===== config.mk =====
export PLATFORM = sky130hd
export DESIGN_NAME = pwmflt_top
export DESIGN_NICKNAME = d
export VERILOG_FILES = /design/src/rtl/pwmflt_pkg.sv /design/src/rtl/pwmflt_insync.sv /design/src/rtl/pwmflt_regs.sv /design/src/rtl/pwmflt_flag.sv /design/src/rtl/pwmflt_mask.sv /design/src/rtl/pwmflt_top.sv
export SDC_FILE = /design/constraint.sdc
export NUM_CORES = 1
export LEC_CHECK = 0
export ABC_CLOCK_PERIOD_IN_PS = 1850
export BUFFER_PORTS_ARGS = -buffer_cell sky130_fd_sc_hd__buf_2
export CORE_MARGIN = 2
export CORE_UTILIZATION = 50
export CTS_BUF_LIST = sky130_fd_sc_hd__clkbuf_8 sky130_fd_sc_hd__clkbuf_16
export DETAILED_ROUTE_END_ITERATION = 12
export GPL_TIMING_DRIVEN = 0
export PLACE_DENSITY = 0.82
export SYNTH_ARGS = -nofsm -noshare
export SYNTH_HDL_FRONTEND = slang
export SYNTH_SLANG_ARGS = --single-unit

===== constraint.sdc =====
create_clock -name clk -period 1.85 [get_ports clk]
set_input_delay 0.185 -clock clk [delete_from_list [all_inputs] [get_ports clk]]
set_output_delay 0.185 -clock clk [all_outputs]
set_load 0.05 [all_outputs]

===== src/rtl/pwmflt_pkg.sv =====
package pwmflt_pkg;

  typedef enum logic [1:0] {
    FM_OFF   = 2'b00,
    FM_MAN_A = 2'b01,
    FM_MAN_B = 2'b10,
    FM_AUTO  = 2'b11
  } fmode_e;

  localparam logic [1:0] RA_CFG  = 2'd0;
  localparam logic [1:0] RA_STAT = 2'd1;
  localparam logic [1:0] RA_SAFE = 2'd2;

  function automatic logic mode_is_manual(fmode_e m);
    return (m == FM_MAN_A) || (m == FM_MAN_B);
  endfunction

endpackage


===== src/rtl/pwmflt_insync.sv =====
module pwmflt_insync #(
  parameter int STAGES      = 2,
  parameter bit ACTIVE_HIGH = 1'b1
) (
  input  logic clk,
  input  logic rst,
  input  logic pin_i,
  output logic level_o,
  output logic edge_o
);
  logic [STAGES-1:0] chain_q;
  logic              prev_q;
  logic              pin_act;

  generate
    if (ACTIVE_HIGH) begin : g_hi
      assign pin_act = pin_i;
    end else begin : g_lo
      assign pin_act = ~pin_i;
    end
  endgenerate

  always_ff @(posedge clk) begin
    if (rst) begin
      chain_q <= '0;
      prev_q  <= 1'b0;
    end else begin
      chain_q <= {chain_q[STAGES-2:0], pin_act};
      prev_q  <= chain_q[STAGES-1];
    end
  end

  assign level_o = chain_q[STAGES-1];
  assign edge_o  = chain_q[STAGES-1] & ~prev_q;
endmodule


===== src/rtl/pwmflt_regs.sv =====
module pwmflt_regs
  import pwmflt_pkg::*;
#(
  parameter int NCH = 4,
  parameter int DW  = 4
) (
  input  logic           clk,
  input  logic           rst,
  input  logic           rd_i,
  input  logic           wr_i,
  input  logic [1:0]     addr_i,
  input  logic [DW-1:0]  wdata_i,
  input  logic           flag_i,
  input  logic           level_i,
  output logic [DW-1:0]  rdata_o,
  output fmode_e         mode_o,
  output logic           irq_en_o,
  output logic [NCH-1:0] safe_o,
  output logic           stat_rd_o,
  output logic           stat_zero_o,
  output logic           cfg_wr_o
);
  fmode_e         mode_q;
  logic           irq_en_q;
  logic [NCH-1:0] safe_q;
  logic [DW-1:0]  rdata_q;
  logic [DW-1:0]  rd_val;

  assign cfg_wr_o    = wr_i && (addr_i == RA_CFG);
  assign stat_rd_o   = rd_i && (addr_i == RA_STAT);
  assign stat_zero_o = wr_i && (addr_i == RA_STAT) && !wdata_i[0];

  always_comb begin
    rd_val = '0;
    unique case (addr_i)
      RA_CFG:  begin
        rd_val[1:0] = mode_q;
        rd_val[2]   = irq_en_q;
      end
      RA_STAT: begin
        rd_val[0] = flag_i;
        rd_val[1] = level_i;
      end
      RA_SAFE: rd_val[NCH-1:0] = safe_q;
      default: rd_val = '0;
    endcase
  end

  always_ff @(posedge clk) begin
    if (rst) begin
      mode_q   <= FM_OFF;
      irq_en_q <= 1'b0;
      safe_q   <= '0;
      rdata_q  <= '0;
    end else begin
      if (cfg_wr_o) begin
        mode_q   <= fmode_e'(wdata_i[1:0]);
        irq_en_q <= wdata_i[2];
      end
      if (wr_i && (addr_i == RA_SAFE)) safe_q <= wdata_i[NCH-1:0];
      if (rd_i) rdata_q <= rd_val;
    end
  end

  assign rdata_o  = rdata_q;
  assign mode_o   = mode_q;
  assign irq_en_o = irq_en_q;
  assign safe_o   = safe_q;
endmodule


===== src/rtl/pwmflt_flag.sv =====
module pwmflt_flag
  import pwmflt_pkg::*;
(
  input  logic   clk,
  input  logic   rst,
  input  fmode_e mode_i,
  input  logic   edge_i,
  input  logic   stat_rd_i,
  input  logic   stat_zero_i,
  input  logic   irq_en_i,
  output logic   flag_o,
  output logic   armed_o,
  output logic   irq_o
);
  logic flag_q, armed_q, irq_q;
  logic set_ev, clr_ev;

  assign set_ev = edge_i && (mode_i != FM_OFF);
  assign clr_ev = stat_zero_i && armed_q;

  always_ff @(posedge clk) begin
    if (rst) begin
      flag_q  <= 1'b0;
      armed_q <= 1'b0;
      irq_q   <= 1'b0;
    end else begin
      if (set_ev)      flag_q <= 1'b1;
      else if (clr_ev) flag_q <= 1'b0;

      if (set_ev || clr_ev || !flag_q) armed_q <= 1'b0;
      else if (stat_rd_i)              armed_q <= 1'b1;

      irq_q <= flag_q && irq_en_i;
    end
  end

  assign flag_o  = flag_q;
  assign armed_o = armed_q;
  assign irq_o   = irq_q;
endmodule


===== src/rtl/pwmflt_mask.sv =====
module pwmflt_mask
  import pwmflt_pkg::*;
#(
  parameter int NCH = 4
) (
  input  logic           clk,
  input  logic           rst,
  input  fmode_e         mode_i,
  input  logic           edge_i,
  input  logic           level_i,
  input  logic           flag_i,
  input  logic           start_i,
  input  logic [NCH-1:0] raw_i,
  input  logic [NCH-1:0] safe_i,
  output logic           mask_o,
  output logic [NCH-1:0] pwm_o
);
  logic           mask_q;
  logic           release_ok;
  logic [NCH-1:0] pwm_q;

  always_comb begin
    if (mode_i == FM_AUTO)          release_ok = !level_i;
    else if (mode_is_manual(mode_i)) release_ok = !flag_i;
    else                            release_ok = 1'b1;
  end

  always_ff @(posedge clk) begin
    if (rst) begin
      mask_q <= 1'b0;
    end else if (mode_i == FM_OFF) begin
      mask_q <= 1'b0;
    end else if (edge_i) begin
      mask_q <= 1'b1;
    end else if (mask_q && start_i && release_ok) begin
      mask_q <= 1'b0;
    end
  end

  genvar ch;
  generate
    for (ch = 0; ch < NCH; ch++) begin : g_ch
      always_ff @(posedge clk) begin
        if (rst) pwm_q[ch] <= 1'b0;
        else     pwm_q[ch] <= (mask_q && mode_i != FM_OFF) ? safe_i[ch] : raw_i[ch];
      end
    end
  endgenerate

  assign mask_o = mask_q;
  assign pwm_o  = pwm_q;
endmodule


===== src/rtl/pwmflt_top.sv =====
module pwmflt_top
  import pwmflt_pkg::*;
#(
  parameter int NCH         = 4,
  parameter int SYNC_STAGES = 2,
  parameter bit ACTIVE_HIGH = 1'b1,
  parameter int DW          = (NCH > 3) ? NCH : 3
) (
  input  logic           clk,
  input  logic           rst,
  input  logic           fault_pin_i,
  input  logic           cycle_start_i,
  input  logic [NCH-1:0] pwm_raw_i,
  input  logic           reg_rd_i,
  input  logic           reg_wr_i,
  input  logic [1:0]     reg_addr_i,
  input  logic [DW-1:0]  reg_wdata_i,
  output logic [DW-1:0]  reg_rdata_o,
  output logic [NCH-1:0] pwm_o,
  output logic           irq_o
);
  logic           pin_lvl, pin_edge;
  fmode_e         mode_q;
  logic           irq_en_q;
  logic [NCH-1:0] safe_q;
  logic           stat_rd, stat_zero, cfg_wr;
  logic           flag_q, armed_q, mask_q;

  pwmflt_insync #(.STAGES(SYNC_STAGES), .ACTIVE_HIGH(ACTIVE_HIGH)) u_sync (
    .clk(clk), .rst(rst), .pin_i(fault_pin_i),
    .level_o(pin_lvl), .edge_o(pin_edge)
  );

  pwmflt_regs #(.NCH(NCH), .DW(DW)) u_regs (
    .clk(clk), .rst(rst), .rd_i(reg_rd_i), .wr_i(reg_wr_i),
    .addr_i(reg_addr_i), .wdata_i(reg_wdata_i),
    .flag_i(flag_q), .level_i(pin_lvl), .rdata_o(reg_rdata_o),
    .mode_o(mode_q), .irq_en_o(irq_en_q), .safe_o(safe_q),
    .stat_rd_o(stat_rd), .stat_zero_o(stat_zero), .cfg_wr_o(cfg_wr)
  );

  pwmflt_flag u_flag (
    .clk(clk), .rst(rst), .mode_i(mode_q), .edge_i(pin_edge),
    .stat_rd_i(stat_rd), .stat_zero_i(stat_zero), .irq_en_i(irq_en_q),
    .flag_o(flag_q), .armed_o(armed_q), .irq_o(irq_o)
  );

  pwmflt_mask #(.NCH(NCH)) u_mask (
    .clk(clk), .rst(rst), .mode_i(mode_q), .edge_i(pin_edge),
    .level_i(pin_lvl), .flag_i(flag_q), .start_i(cycle_start_i),
    .raw_i(pwm_raw_i), .safe_i(safe_q), .mask_o(mask_q), .pwm_o(pwm_o)
  );
endmodule


==> flow_summary_export.csv <==
group,metric,value,unit
final_layout,design_area,0.00109,mm^2
global_route,grt_max_degree,13,
pwr,power_switching,0.214,mW
pwr,p_sw_share,23.0,%
clock_network,cts-resized-gates,0,
pwr,seqPwrFrac,53.4,%
clock_network,tritoncts,"done",
drt,wire_per_inst,11.0,um
final_layout,antenna_cells,0,
worst_setup_path,slowest_stage,"dfxtp_1",
floorplanning,die_h,46.3,um
floorplanning,start_util,52.5,%
place,post-dp-hpwl,1230,um
global_route,gr-total-overflow,0,
pwr,power.internal,0.717,mW
timing,fin_crit_sh,75.6,%
place,io_buffers,22,
logic_synthesis,yosysMostFrequentCell,"dfxtp_1",
drt,vias_per_cell,4.85,
logic_synthesis,async_flop_share,0,%
global_route,grt_first_pass_wirelength,2710,um
place,place.gp.congestion,0.821,
worst_setup_path,crit_start,"u_regs.mode_o[0]$_SDFFE_PP0P_",
worst_setup_path,slowest_delay,0.34,ns
global_route,antenna_found_initial,0,
drt,via_count,693,
logic_synthesis,synth-edff-count,0,
logic_synthesis,synth_cells,92,
place,placed_area,0.00104,mm^2
logic_synthesis,avgSynthCellArea,9.74,um^2
worst_setup_path,worstPathBufferInverterCount,2,
final_layout,multi_input_area,417,um^2
logic_synthesis,synth.distinct_cells,24,
logic_synthesis,yosys_warnings,0,
clock_network,clkTransAtPathRegs,0.07,ns
worst_setup_path,cp_cell_sequence,"inv_1 > ha_1 > nand2b_1 > clkbuf_1 > mux2i_1 > nor2_1",
clock_network,clockBufferDepth,2,
logic_synthesis,ys_seq_area_share,49.2,%
worst_setup_path,cp_top_family,"flip-flops",
logic_synthesis,synth_ff_type,"dfxtp_1",
min_path,worstHoldStart,"fault_pin_i",
min_path,hp-class,"in2reg",
worst_setup_path,cp-end-kind,"flop",
final_layout,drive_gt1_share,26.3,%
clock_network,htree_levels,1,
timing,fin_skew,0.00112,ns
timing,max_freq,0.715,GHz
floorplanning,coreArea,0.00171,mm^2
status,status,"completed",
worst_setup_path,worstPathArrival,1.54,ns
pwr,p_leak,0.511,nW
final_layout,fillers,151,
worst_setup_path,crit_fanout,4,
logic_synthesis,synthTopCellsByCount,"dfxtp_1 (22), nor2_1 (16), mux2i_1 (12)",
logic_synthesis,yosys-top-cells-area,"dfxtp_1 (49%), mux2i_1 (13%), nor2_1 (6.7%), nor2b_1 (3.5%), a311oi_1 (2.9%)",
floorplanning,die_x,46.3,um
logic_synthesis,syn_area,896,um^2
worst_setup_path,worstReg2RegStart,"u_regs.mode_o[0]$_SDFFE_PP0P_",
timing,setup_tns,0,ns
drt,dr.pass1.iters,4,
timing,setup_viol,0,
logic_synthesis,synth_seq_cells,22,
clock_network,clock_sinks,22,
logic_synthesis,synth_top_area_share,49.2,%
floorplanning,die_area,0.00215,mm^2
timing,relSlewSlack,72.2,%
pwr,ir_drop,0.564,mV
drt,drtAntennaViolNets,0,
worst_setup_path,cp.required,1.99,ns
timing,finalHoldViolations,0,
timing,fin_crit,1.40,ns
timing,max_slew.worst_pin.slew,0.416,ns
pwr,p_clk_share,35.6,%
floorplanning,rows,15,
clock_network,cts_root_buffer,"clkbuf_8",
final_layout,area_delta_synth_final,21.9,%
drt,wirelength,1580,um
logic_synthesis,synth_nets,110,
timing,maxSlewViolCount,0,
job,drv_cap,0,
final_layout,seq_area,440,um^2
pwr,p_comb_share,11.0,%
clock_network,hold_buffers,0,
drt,drt_iter0_drc,10,
worst_setup_path,start_kind,"flop",
floorplanning,ios,25,
worst_setup_path,critical_path_class,"reg2reg",
timing,grt_setup_unrepaired,"false",
final_layout,nets,137,
global_route,grt_pass1_vias,658,
clock_network,postCtsSetupBuffers,0,
logic_synthesis,yosys.area.top_type,"dfxtp_1",
clock_network,clock_latency,0.25,ns
drt,drc,0,
clock_network,cts_made_buffers,3,
global_route,track_usage,17.9,%
pwr,p_per_area,852,mW/mm^2
==> cells in the final DEF, fill, tap and decap left out, types with 2 or more instances in the layout <==
cell type  synthesis  layout
nand2b_1           4       4
mux2i_1           12      12
a21oi_1            2       2
buf_2              1      23
dfxtp_1           22      22
clkbuf_8           0       4
nand2_1            3       3
nor2b_1            5       5
ha_1               2       2
inv_1              5       5
mux2_2             2       2
a311oi_1           3       3
nor2_1            16      16
clkbuf_1           4       4
==> registers in the layout (all words and copies together) (netlist names) <==
name / flops
u_mask.pwm_o: 4
u_regs.rdata_o: 4
u_regs.safe_o: 4
u_regs.mode_o: 2
u_sync.chain_q: 2
u_flag.armed_o: 1
u_flag.flag_o: 1
u_flag.irq_o: 1
u_mask.mask_o: 1
u_regs.irq_en_o: 1
u_sync.prev_q: 1
==> worst register-to-register path, cell delays in order, from the launching register on <==
cell and delay, ns:
dfxtp_1 0.34, inv_1 0.06, ha_1 0.20, nand2b_1 0.14, clkbuf_1 0.25, mux2i_1 0.24
nor2_1 0.05
==> power by group through the flow <==
stage	Sequential [mW]	Clock [mW]	Combinational [mW]
2_1_floorplan	0.533	0	0.0451
3_3_place_gp	0.508	0	0.101
3_5_place_dp	0.508	0	0.103
4_1_cts	0.497	0.340	0.103
5_1_grt	0.499	0.357	0.113
6_report	0.497	0.331	0.103
==> cell families (layout without fill, tap and decap cells) <==
kind of cell	after synthesis	in the layout	share of synthesized area, %
buffers and inverters	10	36	4.33
adder cells (fa/ha/maj)	2	2	2.79
flip-flops	22	22	49.2
AND/OR/NAND/NOR	35	35	20.0
AO/OA/AOI/OAI	9	9	7.82
multiplexers	14	14	15.9
==> path summary, 6_finish.rpt <==
| check | to | depth (start not counted) | slack, ns |
|---|---|---|---|
| min reg2reg | u_sync.chain_q[1]$_SDFF_PP0_ | 1 | 0.45 |
| min | u_sync.chain_q[0]$_SDFF_PP0_ | 2 | 0.13 |
| max reg2reg | u_mask.pwm_o[1]$_SDFF_PP0_ | 6 | 0.45 |
| max | u_mask.pwm_o[1]$_SDFF_PP0_ | 6 | 0.45 |
==> area by class of cell <==
cell class | count | share of cell area, %
well taps | 25 | 2.86
multi-input cells | 60 | 38.1
repair buffers | 22 | 10.1
inverters | 5 | 1.72
plain buffers | 5 | 1.83
flip-flops and latches | 22 | 40.3
clock buffers | 4 | 5.04
==> through the flow <==
step	setup slack (ns)	hold WS (ns)	cells	util, %	power (mW)
6_report	0.450	0.135	143	64.0	0.931
5_1_grt	0.344	0.148	143	64.0	0.969
4_1_cts	0.439	0.130	143	64.0	0.940
3_5_place_dp	0.449	0.400	139	60.7	0.611
3_3_place_gp	0.482	0.397	139	60.7	0.609
2_1_floorplan	0.626	0.313	92	-	0.578
==> per-layer routing <==
metal | vias to the layer above | share of wire, % | global-route usage, %
met1 | 306 | 46 | 20.0
met3 | 4 | 5.0 | 3.53
met5 | - | 0 | 0
li1 | 362 | - | -
met4 | 0 | 2.1 | 8.57
met2 | 21 | 47 | 31.9
(Power assumes the default switching activity.)
